**src/rtl/cpwm3_gen.sv**
```systemverilog
module cpwm3_gen #(
  parameter int W  = 16,
  parameter int AW = 4
) (
  input  logic          clk,
  input  logic          rst_n,
  input  logic          wr_en,
  input  logic [AW-1:0] wr_addr,
  input  logic [W-1:0]  wr_data,
  output logic [2:0]    pwm_p,
  output logic [2:0]    pwm_n,
  output logic          tog_o,
  output logic [W-1:0]  cnt_a_o,
  output logic [W-1:0]  cnt_b_o
);
  localparam int NPH = 3;
  localparam logic [AW-1:0] A_CTRL = AW'(0);
  localparam logic [AW-1:0] A_DT   = AW'(1);
  localparam logic [AW-1:0] A_LIM  = AW'(2);
  localparam logic [AW-1:0] A_LIMB = AW'(3);
  localparam logic [AW-1:0] A_HC   = AW'(4);
  localparam logic [AW-1:0] A_HCB  = AW'(5);
  localparam int            A_DUTY = 6;
  localparam int            A_DBUF = 9;
  localparam logic [AW-1:0] A_OE   = AW'(12);
  localparam logic [AW-1:0] A_CA   = AW'(13);
  localparam logic [AW-1:0] A_CB   = AW'(14);

  logic           run, lbuf, dbuf, tog_en, pinv, ninv;
  logic [W-1:0]   dt_r, lim_r, lim_b, hc_r, hc_b;
  logic [W-1:0]   cnt_a, cnt_b;
  logic           up_a, up_b;
  logic [W-1:0]   duty_r [NPH];
  logic [W-1:0]   duty_b [NPH];
  logic [2*NPH-1:0] oe_r;
  logic [NPH-1:0] pos_raw, neg_raw, pos_q, neg_q;
  logic           tog_q;

  wire wr_ctrl = wr_en && (wr_addr == A_CTRL);
  wire cfg_wr  = wr_en && !run;
  wire peak    = run && up_b && (cnt_b >= hc_r);
  wire trough  = run && !up_b && (cnt_b == '0);
  wire turn    = peak || trough;

  // counters
  always_ff @(posedge clk or negedge rst_n) begin
    if (!rst_n) begin
      cnt_a <= '0;
      cnt_b <= '0;
      up_a  <= 1'b1;
      up_b  <= 1'b1;
    end else if (run) begin
      if (up_a) begin
        if (cnt_a >= lim_r) begin
          cnt_a <= cnt_a - 1'b1;
          up_a  <= 1'b0;
        end else begin
          cnt_a <= cnt_a + 1'b1;
        end
      end else begin
        if (cnt_a <= dt_r) begin
          cnt_a <= cnt_a + 1'b1;
          up_a  <= 1'b1;
        end else begin
          cnt_a <= cnt_a - 1'b1;
        end
      end
      if (up_b) begin
        if (cnt_b >= hc_r) begin
          cnt_b <= cnt_b - 1'b1;
          up_b  <= 1'b0;
        end else begin
          cnt_b <= cnt_b + 1'b1;
        end
      end else begin
        if (cnt_b == '0) begin
          cnt_b <= cnt_b + 1'b1;
          up_b  <= 1'b1;
        end else begin
          cnt_b <= cnt_b - 1'b1;
        end
      end
    end else begin
      if (wr_en && wr_addr == A_CA) begin
        cnt_a <= wr_data;
        up_a  <= 1'b1;
      end
      if (wr_en && wr_addr == A_CB) begin
        cnt_b <= wr_data;
        up_b  <= 1'b1;
      end
    end
  end

  // control and timing registers
  always_ff @(posedge clk or negedge rst_n) begin
    if (!rst_n) begin
      run    <= 1'b0;
      lbuf   <= 1'b0;
      dbuf   <= 1'b0;
      tog_en <= 1'b0;
      pinv   <= 1'b0;
      ninv   <= 1'b0;
      dt_r   <= '0;
      lim_r  <= '0;
      lim_b  <= '0;
      hc_r   <= '0;
      hc_b   <= '0;
      oe_r   <= '0;
    end else begin
      if (wr_ctrl) begin
        run    <= wr_data[0];
        lbuf   <= wr_data[1];
        dbuf   <= wr_data[2];
        tog_en <= wr_data[3];
        pinv   <= wr_data[4];
        ninv   <= wr_data[5];
      end
      if (cfg_wr && wr_addr == A_DT) dt_r <= wr_data;
      if (cfg_wr && wr_addr == A_LIM) lim_r <= wr_data;
      if (cfg_wr && wr_addr == A_HC) hc_r <= wr_data;
      if (cfg_wr && wr_addr == A_OE) oe_r <= wr_data[2*NPH-1:0];
      if (lbuf && trough) begin
        lim_r <= lim_b;
        hc_r  <= hc_b;
      end
      if (wr_en && wr_addr == A_LIMB) begin
        lim_b <= wr_data;
        if (!lbuf) lim_r <= wr_data;
      end
      if (wr_en && wr_addr == A_HCB) begin
        hc_b <= wr_data;
        if (!lbuf) hc_r <= wr_data;
      end
    end
  end

  // duty compare registers and shadows
  always_ff @(posedge clk or negedge rst_n) begin
    if (!rst_n) begin
      for (int i = 0; i < NPH; i++) begin
        duty_r[i] <= '0;
        duty_b[i] <= '0;
      end
    end else begin
      for (int i = 0; i < NPH; i++) begin
        if (cfg_wr && wr_addr == AW'(A_DUTY + i)) duty_r[i] <= wr_data;
        if (dbuf && turn) duty_r[i] <= duty_b[i];
        if (wr_en && wr_addr == AW'(A_DBUF + i)) begin
          duty_b[i] <= wr_data;
          if (!dbuf) duty_r[i] <= wr_data;
        end
      end
    end
  end

  // compare and output stage
  always_comb begin
    for (int i = 0; i < NPH; i++) begin
      pos_raw[i] = run && (cnt_a <= duty_r[i]);
      neg_raw[i] = run && (cnt_b > duty_r[i]);
    end
  end

  always_ff @(posedge clk or negedge rst_n) begin
    if (!rst_n) begin
      pos_q <= '0;
      neg_q <= '0;
      tog_q <= 1'b0;
    end else begin
      pos_q <= pos_raw & oe_r[NPH-1:0];
      neg_q <= neg_raw & oe_r[2*NPH-1:NPH];
      tog_q <= tog_en ? (tog_q ^ turn) : 1'b0;
    end
  end

  assign pwm_p   = pos_q ^ {NPH{pinv}};
  assign pwm_n   = neg_q ^ {NPH{ninv}};
  assign tog_o   = tog_q;
  assign cnt_a_o = cnt_a;
  assign cnt_b_o = cnt_b;

  p_up_r2: assert property (@(posedge clk) disable iff (!rst_n)
    (run && up_b && cnt_b < hc_r) |=> (cnt_b == $past(cnt_b) + W'(1)));

  p_lock_r3: assert property (@(posedge clk) disable iff (!rst_n)
    (run && wr_en && wr_addr == A_DT) |=> $stable(dt_r));

  p_excl_r5: assert property (@(posedge clk) disable iff (!rst_n)
    (cnt_a >= cnt_b) |=> ((pos_q & neg_q) == '0));

  p_xfer_r7: assert property (@(posedge clk) disable iff (!rst_n)
    (run && dbuf && !turn) |=> $stable(duty_r[0]));

  p_oe_r10: assert property (@(posedge clk) disable iff (!rst_n)
    1'b1 |=> (((pos_q & ~$past(oe_r[NPH-1:0])) == '0) &&
              ((neg_q & ~$past(oe_r[2*NPH-1:NPH])) == '0)));

  p_tog_r11: assert property (@(posedge clk) disable iff (!rst_n)
    !tog_en |=> !tog_q);

  p_frz_r12: assert property (@(posedge clk) disable iff (!rst_n)
    (!run && !(wr_en && wr_addr == A_CB)) |=> $stable(cnt_b));
endmodule

```
**config.mk**
```make
export PLATFORM = sky130hd
export DESIGN_NAME = cpwm3_gen
export DESIGN_NICKNAME = d
export VERILOG_FILES = /design/src/rtl/cpwm3_gen.sv
export SDC_FILE = /design/constraint.sdc
export NUM_CORES = 1
export LEC_CHECK = 0
export BUFFER_PORTS_ARGS = -buffer_cell sky130_fd_sc_hd__buf_2
export CORE_ASPECT_RATIO = 0.75
export CORE_MARGIN = 1
export CORE_UTILIZATION = 58
export CTS_CLUSTER_SIZE = 16
export DETAILED_ROUTE_END_ITERATION = 8
export HOLD_SLACK_MARGIN = 0.1
export MAX_ROUTING_LAYER = met4
export PLACE_DENSITY = 0.8
export SETUP_SLACK_MARGIN = 0.15
export SYNTH_ARGS = -nofsm -noshare
export SYNTH_HDL_FRONTEND = slang
export SYNTH_SLANG_ARGS = --single-unit
```
**constraint.sdc**
```tcl
create_clock -name clk -period 5.7 [get_ports clk]
set_input_delay 0.285 -clock clk [delete_from_list [all_inputs] [get_ports clk]]
set_output_delay 0.285 -clock clk [all_outputs]
set_load 0.01 [all_outputs]
```
==> flow_summary.json <==
{
  "status": "finished, final reports clean",
  "max-slew-margin-rel": 0.1131,
  "critPathKind": "flop to flop",
  "power_density_mw_per_mm2": 513.6,
  "root_buffer": "clkbuf_16",
  "rsz0062_at_grt": "false",
  "cts_tree": "built",
  "clockBufferDepth": 3,
  "drv_cap": 0,
  "setup_violations": 0,
  "num_vias": 11520,
  "fp.coreArea_mm2": 0.02324,
  "drv_slew": 0,
  "wl_per_cell_um": 23.78,
  "async_flop_share": 1.000,
  "dp_cells": 1689,
  "min_to": "lim_r[1]",
  "ys_ff_latch": 229,
  "first_pass_iters": 7,
  "io_pins": 62,
  "remaining_drc_errors": 0,
  "finalNetCount": 1588,
  "cp.arrival_ns": 4.59,
  "die_h_um": 135.9,
  "finalSetupTns_ns": 0,
  "clock_latency_ns": 0.53,
  "drtIter0Drc": 1273,
  "vias_per_cell": 6.651,
  "ys_types": 67,
  "synth_edf_count": 0,
  "min-delay-start": "wr_data[1]",
  "required_ns": 6.14,
  "synthToLayoutAreaGrowth_pct": 9.556,
  "cp_max_fo": 21,
  "fp-row-count": 48,
  "worstHoldPathCells": 3,
  "final_layout_size_suffix_gt1_frac": 0.1613,
  "synthCells": 1386,
  "ir_worst_vdd_v": 0.0002919,
  "grt_overflow": 0,
  "ff2ff_path_depth": 11,
  "period_minus_slack_ns": 4.151,
  "port-buffer-count": 61,
  "fin_worst_skew_ns": 0.01698,
  "synth_area_leaders": "dfrtp_1 (41%), ha_1 (13%), mux2_2 (8.0%), inv_1 (2.8%), a21oi_1 (2.5%)",
  "post-route-period-util": 0.7282,
  "hp-class": "primary input to flop",
  "yosysSeqAreaShare": 0.4135,
  "synth_area_per_cell_um2": 10.00,
  "dp_slack_ns": 1.677,
  "r2r_start": "cnt_a_o[0]",
  "die_w_um": 180.5,
  "grt_max_degree": 150,
  "wl_um": 41190,
  "yosys.area.top_type": "dfrtp_1",
  "regToRegEndpoint": "cnt_a_o[13]",
  "dieArea_mm2": 0.02453,
  "final_hold_viol_count": 0,
  "fin_area_mm2": 0.01519,
  "antenna_found_initial": 0,
  "p_leak_uw": 0.006872,
  "cp-start-kind": "flop",
  "worstMarginPinSlew_ns": 1.326,
  "yosysTopAreaCellShare": 0.4097,
  "placed_area_mm2": 0.01441,
  "start_util": 0.5966,
  "layoutNonFillerInstCount": 1732,
  "grt.total_usage": 0.3541,
  "grt_pass1_wl_um": 64880,
  "endpoint_kind": "flop",
  "r2r_setup_slack_ns": 1.55,
  "cts.sinks": 229,
  "synth-main-ff-cell": "dfrtp_1",
  "synth_nets": 1558,
  "clk_pin_slew_ns": 0.06,
  "fin_ws_ns": 1.549,
  "final_util": 0.6536,
  "synth_area_mm2": 0.01387,
  "cts_buffers": 24,
  "ys_warn_count": 0,
  "diodes": 0,
  "max_clock_freq_mhz": 240.9,
  "place_hpwl_um": 28770,
  "htree_levels": 1,
  "postCtsSetupBuffers": 0,
  "drtAntennaViolNets": 0,
  "grt_pass1_vias": 11070,
  "gp_congestion": 0.9746
}
[metrics by stage]
step | hold WS (ns) | total power (uW)
2_1_floorplan | -0.01059 | 4951
3_3_place_gp | 0.3191 | 5988
3_5_place_dp | 0.3211 | 6127
4_1_cts | 0.1633 | 7712
5_1_grt | 0.1799 | 8364
6_report | 0.1771 | 7803
[layout make-up]
cell class	instances	area [um^2]
tap	300	375.4
fill	1813	8051
clock inverter	7	71.32
inverter	104	390.4
clock buffer	35	701.9
multi-input combinational	978	7452
sequential	229	5734
timing repair buffer	79	465.4
[cell usage in the layout (no fill, tap or decap), types with 28 or more instances in the layout]
master	n
o22ai_1	54
ha_1	149
buf_2	60
a22oi_1	32
a21oi_1	70
inv_1	103
nand2_1	89
o21ai_1	38
nand3_1	28
nor2_1	54
a31oi_1	38
dfrtp_1	226
nor2b_1	33
mux2_2	98
[per-layer routing]
| layer | wire [um] | share of wire | track usage |
|---|---|---|---|
| met1 | 18320 | 0.44 | 0.5022 |
| met2 | 17340 | 0.42 | 0.5015 |
| met3 | 4651 | 0.11 | 0.09349 |
| met4 | 872 | 0.021 | 0.08832 |
| met5 | 0 | 0 | - |
[power breakdown]
group / total (uW) / internal, uW / switching (uW)
clock: 1560 / 897 / 664
sequential: 2770 / 2140 / 626
combinational: 3470 / 1510 / 1960
total: 7800 / 4550 / 3250
[logic make-up after synthesis]
family                     Yosys count  share of synthesized area
AOI/OAI and AO/OA                  355                     0.1634
and+or+nand+nor                    315                     0.1146
DFF                                229                     0.4135
buffers and inverters              179                    0.05134
adders and majority gates          149                     0.1345
muxes                              137                     0.1088
xor gates and xnor gates            22                    0.01390
[sequential cells by signal, indices dropped and copies added, names as in the netlist, 3 cells and up]
register and flops:
duty_b 48, duty_r 48, cnt_a_o 16, cnt_b_o 16
dt_r 16, hc_b 16, hc_r 16, lim_b 16
lim_r 16, oe_r 6, neg_q 3, pos_q 3
[worst max-delay path, stage by stage, from the launching register on]
cell and delay (ns):
dfrtp_1 0.44, inv_1 0.26, ha_1 0.28, nand2b_1 0.14, a2111oi_0 0.61, o31a_1 0.27
o21ai_1 0.09, a31oi_2 1.06, buf_4 0.29, mux2_1 0.35, nand3_1 0.08, nor3b_1 0.18
[synth_stat cells, types with 7 or more instances]
| library cell | count |
|---|---|
| mux2i_1 | 27 |
| xor2_1 | 9 |
| o21a_1 | 19 |
| inv_1 | 103 |
| xnor2_1 | 13 |
| nand3_1 | 28 |
| o21ai_1 | 38 |
| o21ai_0 | 27 |
| nor2b_1 | 33 |
| nor4_1 | 11 |
| buf_2 | 8 |
| nor2_1 | 55 |
| a21oi_1 | 70 |
| nand2b_1 | 11 |
| dfrtp_1 | 227 |
| mux2_2 | 98 |
| ha_1 | 149 |
| nor3_1 | 23 |
| and3_1 | 7 |
| a22oi_1 | 32 |
| a31oi_1 | 39 |
| o22ai_1 | 54 |
| a211oi_1 | 19 |
| clkbuf_1 | 62 |
| mux2_1 | 12 |
| nand2_1 | 89 |
| a21o_1 | 20 |
| nand4_1 | 27 |
[repair_timing]
action                                 in CTS  in global routing
resized for setup                           0                  0
hold buffers                                1                  0
endpoints found under the hold margin      79                  0
[how the worst max path moves through the flow]
stage | startpoint | slack, ns | endpoint
floorplan | cnt_a_o[0] | 2.84 | cnt_a_o[2]
detailed placement | cnt_a_o[0] | 1.68 | cnt_a_o[13]
finish | cnt_a_o[0] | 1.55 | cnt_a_o[13]
global route | cnt_a_o[0] | 1.30 | cnt_a_o[13]
CTS | cnt_a_o[0] | 1.66 | cnt_a_o[13]
global placement | cnt_a_o[0] | 1.74 | cnt_a_o[13]
(Power assumes the default switching activity.)
